==> config.mk <==
export PLATFORM = sky130hd
export DESIGN_NAME = ptos_framed_shifter
export DESIGN_NICKNAME = d
export VERILOG_FILES = /design/src/rtl/ptos_pkg.sv /design/src/rtl/ptos_word_reg.sv /design/src/rtl/ptos_sequencer.sv /design/src/rtl/ptos_framed_shifter.sv
export SDC_FILE = /design/constraint.sdc
export NUM_CORES = 1
export LEC_CHECK = 0
export ABC_AREA = 1
export BUFFER_PORTS_ARGS = -buffer_cell sky130_fd_sc_hd__buf_4
export CAP_MARGIN = 25
export CORE_MARGIN = 2
export CORE_UTILIZATION = 32
export DETAILED_ROUTE_END_ITERATION = 10
export PLACE_DENSITY_LB_ADDON = 0.08
export REMOVE_ABC_BUFFERS = 1
export SLEW_MARGIN = 40
export SYNTH_ARGS = -nofsm -noshare
export SYNTH_HDL_FRONTEND = slang
export SYNTH_SLANG_ARGS = --single-unit
export TNS_END_PERCENT = 30
==> constraint.sdc <==
create_clock -name clk -period 1.6 [get_ports clk]
set_input_delay 0.32 -clock clk [delete_from_list [all_inputs] [get_ports clk]]
set_output_delay 0.32 -clock clk [all_outputs]
set_load 0.01 [all_outputs]
==> src/rtl/ptos_pkg.sv <==
package ptos_pkg;

  // Operation the sequencer requests from the word register each cycle.
  typedef enum logic [1:0] {
    OP_IDLE    = 2'd0,
    OP_CAPTURE = 2'd1,
    OP_SHIFT   = 2'd2
  } shift_op_t;

  // Width of a counter that must reach the value n.
  function automatic int count_bits(input int n);
    return (n < 2) ? 1 : $clog2(n + 1);
  endfunction

endpackage

==> src/rtl/ptos_word_reg.sv <==
module ptos_word_reg
  import ptos_pkg::*;
#(
  parameter int WIDTH = 8
) (
  input  logic             clk,
  input  logic             rst,
  input  shift_op_t        op,
  input  logic [WIDTH-1:0] din,
  output logic             sout_q
);

  logic [WIDTH-1:0] word_q;

  always_ff @(posedge clk) begin
    if (rst) begin
      word_q <= '0;
      sout_q <= 1'b0;
    end else begin
      case (op)
        OP_CAPTURE: begin
          word_q <= din;
          sout_q <= 1'b0;
        end
        OP_SHIFT: begin
          sout_q <= word_q[WIDTH-1];
          word_q <= word_q << 1;
        end
        default: begin
          sout_q <= 1'b0;
        end
      endcase
    end
  end

  // a capture cycle leaves the sampled input word in the register
  p_capture_r1: assert property (@(posedge clk) disable iff (rst)
    (op == OP_CAPTURE) |=> (word_q == $past(din)));

  // without a shift request the serial line returns to zero
  p_idle_zero_r7: assert property (@(posedge clk) disable iff (rst)
    (op != OP_SHIFT) |=> !sout_q);

endmodule

==> src/rtl/ptos_sequencer.sv <==
module ptos_sequencer
  import ptos_pkg::*;
#(
  parameter int WIDTH = 8
) (
  input  logic      clk,
  input  logic      rst,
  input  logic      load,
  output shift_op_t op,
  output logic      valid_q,
  output logic      frame_q
);

  localparam int CW = count_bits(WIDTH);
  localparam logic [CW-1:0] LAST = CW'(WIDTH);

  logic          load_q;
  logic [CW-1:0] sent_q;
  logic [CW-1:0] sent_nx;
  logic          start;
  logic          more;
  logic          step;

  always_comb begin
    start   = load_q & ~load;
    more    = valid_q & (sent_q != LAST);
    step    = ~load & (start | more);
    sent_nx = start ? CW'(1) : sent_q + 1'b1;
    if (load)      op = OP_CAPTURE;
    else if (step) op = OP_SHIFT;
    else           op = OP_IDLE;
  end

  always_ff @(posedge clk) begin
    if (rst) begin
      load_q  <= 1'b0;
      sent_q  <= '0;
      valid_q <= 1'b0;
      frame_q <= 1'b0;
    end else begin
      load_q <= load;
      if (step) begin
        sent_q  <= sent_nx;
        valid_q <= 1'b1;
        frame_q <= (sent_nx == LAST);
      end else begin
        sent_q  <= '0;
        valid_q <= 1'b0;
        frame_q <= 1'b0;
      end
    end
  end

  // the bit counter never runs past the word width
  p_sent_bound_r4: assert property (@(posedge clk) disable iff (rst)
    sent_q <= LAST);

  // a falling load starts the first bit on the next cycle
  p_start_r2: assert property (@(posedge clk) disable iff (rst)
    (!load && $past(load) && !$past(rst)) |=> (valid_q && sent_q == CW'(1)));

  // a sampled load kills valid in the following cycle
  p_abort_r6: assert property (@(posedge clk) disable iff (rst)
    load |=> !valid_q);

  // the cycle after the last bit is never valid
  p_end_r4: assert property (@(posedge clk) disable iff (rst)
    frame_q |=> !valid_q);

endmodule

==> src/rtl/ptos_framed_shifter.sv <==
module ptos_framed_shifter
  import ptos_pkg::*;
#(
  parameter int WIDTH = 8
) (
  input  logic             clk,
  input  logic             rst,
  input  logic             load,
  input  logic [WIDTH-1:0] din,
  output logic             sout,
  output logic             valid,
  output logic             frame
);

  shift_op_t op;
  logic      valid_q;
  logic      frame_q;
  logic      sout_q;

  ptos_sequencer #(.WIDTH(WIDTH)) u_seq (
    .clk     (clk),
    .rst     (rst),
    .load    (load),
    .op      (op),
    .valid_q (valid_q),
    .frame_q (frame_q)
  );

  ptos_word_reg #(.WIDTH(WIDTH)) u_word (
    .clk    (clk),
    .rst    (rst),
    .op     (op),
    .din    (din),
    .sout_q (sout_q)
  );

  assign sout  = sout_q;
  assign valid = valid_q;
  assign frame = frame_q;

  // frame only accompanies a valid bit
  p_frame_valid_r5: assert property (@(posedge clk) disable iff (rst)
    frame |-> valid);

  // idle outputs are all zero
  p_quiet_r7: assert property (@(posedge clk) disable iff (rst)
    !valid |-> (!sout && !frame));

  // reset silences every output on the next cycle
  p_reset_r8: assert property (@(posedge clk)
    rst |=> (!valid && !frame && !sout));

endmodule

* After elaboration in Yosys (flattened, before gate mapping)
Index checks and enable logic that the tools add are counted.
** Word-level totals
- Register bits :: 16
- Latch bits :: 0
- Memory bits (writable) :: 0
- Memory bits (read-only) :: 0
- Bits of input ports :: 11
- Output and inout bits :: 3
- Word-level logic and storage cells :: 26
- Memories kept :: 0
** Operators by class
- Add/sub/neg operators :: 1
- Multiply operators :: 0
- Divide/modulo/power cells :: 0
- Order comparisons :: 0
- Equality and inequality tests :: 4
- Shift operators :: 0
- Mux-type cells :: 5
- Bitwise gates (word level) :: 7
- Reductions and logical operators :: 3
** Operators with widths (number)
- 8-bit one-hot mux with 2 select lines :: 1
- 4-bit by 1-bit adder with 4-bit output (second input constant) :: 1
- 4-bit == test (second input constant) :: 1
- 2-bit two-way mux :: 2
- 4-bit two-way mux :: 1
- 4-bit inequality test (second input constant) :: 1
- 2-bit OR reduction :: 2
- 1-bit AND :: 3
- 1-bit inverter :: 3
- 2-bit by 1-bit == test with 1-bit output (second input constant) :: 1
- 2-bit == test (second input constant) :: 1
- 2-bit nonzero test :: 1
- 1-bit two-way mux :: 1
- 1-bit bitwise OR :: 1

* Logic depth before layout (Yosys ltp)
- Depth after elaboration :: 9
- Depth in mapped cells :: 8
- Mapped depth without buffers :: 8

* By module
A second synthesis with hierarchy kept.
** Unflattened totals
- Cells, all modules :: 115
- Area, all modules :: 817.0 µm²
** By module, submodules not included
- ptos_word_reg :: times used 1, cells each 71, area each 461.7 µm², sequential area each 180.2 µm²
- ptos_sequencer :: times used 1, cells each 44, area each 355.3 µm², sequential area each 140.1 µm²

* Worst setup path after synthesis
Ideal clock, no wire load.
- Path kind :: reg-to-reg
- Start point :: register u_seq.sent_q[0]
- End point :: register u_word.word_q[1]
- Setup time :: 113 ps
- Arrival :: 1011 ps
- Required time :: 1487 ps
- Setup slack :: 476 ps
- Stages on the path, launching flop included :: 9
- Clock period less this slack :: 1124 ps
- Cells stage by stage :: dfxtp_1 > inv_1 > ha_1 > nand3_2 > nand2_2 > nand2_4 > nand2_1 > nor2_1 > nor2_1
** Between the ends
- Word-level cells in the longest chain between the ends :: 8
- Elaborated cells between the ends (all ways) :: 10
- Classes of those cells :: 3 x eq/ne; 3 x mux; 3 x bitwise; 1 x reduce/logical
** RTL lines
- start: declaration :: line ptos_sequencer.sv:18 : logic [CW-1:0] sent_q;
- start signal: assignment :: line ptos_sequencer.sv:43 : sent_q <= sent_nx;
- 4-bit inequality test * :: line ptos_sequencer.sv:26 : more = valid_q & (sent_q != LAST);
- 1-bit AND * :: line ptos_sequencer.sv:26
- 1-bit bitwise OR * :: line ptos_sequencer.sv:27 : step = ~load & (start | more);
- 1-bit AND * :: line ptos_sequencer.sv:27
- 2-bit two-way mux * :: line ptos_sequencer.sv:30 : else if (step) op = OP_SHIFT;
- 2-bit two-way mux * :: line ptos_sequencer.sv:29 : if (load) op = OP_CAPTURE;
- 2-bit == test or 2-bit by 1-bit == test with 1-bit output (tied branches) :: line ptos_word_reg.sv:20 : case (op)
- 8-bit one-hot mux with 2 select lines or 2-bit nonzero test (tied branches)
- end signal: assignment :: line ptos_word_reg.sv:22 : word_q <= din;
- end signal: assignment :: line ptos_word_reg.sv:27 : word_q <= word_q << 1;
- end: declaration :: line ptos_word_reg.sv:13 : logic [WIDTH-1:0] word_q;
Every way passes the cells marked *; elsewhere a longest branch is shown, timed or not.
A chain may end at the register's enable or synchronous reset.

* Final worst setup path
- Start point :: register u_seq.sent_q[0]
- End point :: register u_seq.frame_q
** Between the ends
- Word-level cells in the longest chain between the ends :: 6
- Elaborated cells between the ends (all ways) :: 9
- Classes of those cells :: 1 x add/sub; 2 x eq/ne; 1 x mux; 4 x bitwise; 1 x reduce/logical
** RTL lines
- parallel branches: the longest is 6 deep, another holds 4-bit by 1-bit adder with 4-bit output
- end signal: assignment :: line ptos_sequencer.sv:45 : frame_q <= (sent_nx == LAST);
- end: declaration :: line ptos_sequencer.sv:11 : output logic frame_q
Parallel ways; which one is timed is not known.

==> summary.md <==
| Metric | Value |
|---|---|
| Outcome | completed |
| PortBufs | 13 |
| Worst skew pair latency | 0.28 ns |
| Setup Crit Path Kind | flop to flop |
| Vias per cell | 4.39 |
| Syn. warnings | 0 |
| Diode count | 0 |
| Largest net degree at the start of global routing | 17 |
| WL/cell | 9.21 um |
| Global placer's final weighted congestion | 0.821 |
| Met2 WL post-DR | 631 um |
| Total wire length | 1.34 mm |
| TritonCTS clock tree | done |
| Post-synth top area cell | dfxtp_1 |
| Compound-gate portion of the synthesized area | 0.0132 |
| Die X | 52.7 um |
| Initial antenna violation count | 0 |
| # DRC | 0 |
| GRT Total Usage | 0.121 |
| Final Max Tran Viols | 0 |
| Post-Synth XOR/XNOR Area | 0.0115 |
| First-pass GRT wire length | 2.39 mm |
| Crit-path leading delay family | simple AND/OR/NAND/NOR gates |
| Reg2reg setup slack | 0.35 ns |
| Worst setup EP type | flop |
| Slew @ Worst Pin | 0.252 ns |
| Worst hold slack | 0.248 ns |
| Critical Path AT | 1.47 ns |
| Layout Skew | 0.000823 ns |
| Core area | 2230 um^2 |
| Buf/Inv on CP | 1 |
| Power Dens Cells | 813 nW/um^2 |
| Initial Util | 0.340 |
| P_leak | 0.407 nW |
| Number of max-cap violations | 0 |
| Sink Count | 16 |
| Setup Buffers After CTS | 0 |
| Seq/Total Area, Yosys | 0.422 |
| Post-route ant nets | 0 |
| Hold Buf Count CTS | 0 |
| Non-filler cells, final | 145 |
| Clk root buf | clkbuf_4 |
| Final HPWL from detailed placement | 1.04 mm |
| Congestion Overflow GR | 0 |
| Largest family of logic cells by synthesized area | simple AND/OR/NAND/NOR gates |
| Post-synthesis adder-cell area fraction | 0.0329 |
| FF+latch count, synth | 16 |
| Pwr Total | 728 uW |
| Place WS | 0.355 ns |
| Final instance area | 895 um^2 |
| Die Span Y | 52.7 um |
| Reg clk slew, reported paths | 0.09 ns |
| Endpoints failing setup | 0 |
| WL met3 | 62 um |
| Iteration-0 DRC Markers | 7 |
| Final setup margin | 0.346 ns |
| Most common cell after layout, fill and taps aside | nor2_1 |
| Cts bufs inserted | 3 |
| Commonest non-fill, non-tap cells in the layout | nor2_1, dfxtp_1, inv_1, buf_4, nand2_1 |
| Post-Syn Area | 759 um^2 |
| H-tree depth | 1 |
| Via count | 637 |
| Post-synthesis mux area share | 0 |
| # IOs | 14 |
| Fin nets | 132 |
| Layout Utilization | 0.401 |
| Placed cell area | 872 um^2 |
| Top cells by area, synth | dfxtp_1, nor2_1, inv_1 |
| Fin Setup TNS | 0 ns |
| Post-cts sizing count | 0 |
| Worst hold path type | input port to flop |
| Worst Path Required | 1.81 ns |
| Clock Path Buffers | 2 |
| Area delta synth->final | 17.8% |
| DR top layer | met4 |
| Mapped Avg Cell Area | 7.37 um^2 |
| Simple-gate area share of the yosys netlist | 0.405 |
| Placed Instances | 142 |
| Max-slew headroom | 0.831 |
| Synth Instances | 103 |
| Share of cells above drive strength 1 | 0.222 |
| Die area | 2780 um^2 |
| Post-synth top area share | 0.422 |
| Final Hold Fails | 0 |
| Crit path max-delay cell type | dfxtp_1 |
| Met1 WL | 627 um |
| Cell breakdown of the critical path | inv_1, ha_1, nand3_2, nand2_2, nand2_4, nand3_4, nor3_2 |
| Detailed Routing Iterations Pass 1 | 3 |
| FP Rows | 17 |
| Post-route minimum period | 1.25 ns |
| Period utilization | 0.784 |
| RSZ-0062 raised after global routing | false |
| Max frequency | 0.797 GHz |
| CP Launch Type | flop |
| Max stage delay on crit path | 0.38 ns |
| VDD IR max | 0.460 mV |
| CP max FO | 8 |
| Cell variety after synth | 18 |
| Vias in the first global route | 566 |
## cell families after synthesis
family,after synthesis
AND/OR/NAND/NOR,63
buffers and inverters,19
flip-flops,16
AO/OA/AOI/OAI,2
adder cells (fa/ha/maj),2
XOR/XNOR,1
## layer usage
layer  global-route usage  up-vias
met5                    0        -
met4               0.0385        0
met3               0.0600        2
met2                0.185        9
met1                0.147      281
li1                     -      345
## worst min-delay path: stages
cell	delay, ns
buf_4	0.07
nand2_1	0.04
o21ai_1	0.06
## flip-flops by register name, summed over array words and instances, names as in the netlist
name	cells
u_word.word_q	8
u_seq.sent_q	4
u_seq.frame_q	1
u_seq.load_q	1
u_seq.valid_q	1
u_word.sout_q	1
## cells in the mapped netlist (all sizes together)
cell,n
a21oi,1
xnor2,1
nand2,14
nand3,12
nand4,2
o21ai,1
nor3,3
nor2,32
buf,3
inv,16
ha,2
dfxtp,16
## report_power, final
part | internal [mW] | switching, mW | total [mW] | leakage (nW)
Clock | 0.0873 | 0.121 | 0.208 | 0.0138
Combinational | 0.0411 | 0.0508 | 0.0919 | 0.262
Sequential | 0.418 | 0.0104 | 0.428 | 0.131
## area by class of cell
class / instances / area, um^2
fillers: 255 / 1340
multi-input cells: 68 / 352
flip-flops and latches: 16 / 320
repair buffers: 14 / 105
inverters: 16 / 60.1
well taps: 28 / 35.0
clock buffers: 3 / 22.5
## worst paths after layout
check                         from  cells past startpoint          endpoint
setup / recovery   u_seq.sent_q[0]                      7     u_seq.frame_q
hold / removal              din[0]                      3  u_word.word_q[0]
hold reg to reg   u_word.word_q[7]                      2     u_word.sout_q
setup reg to reg   u_seq.sent_q[0]                      7     u_seq.frame_q
No activity file was read; power rests on OpenSTA's default activity.
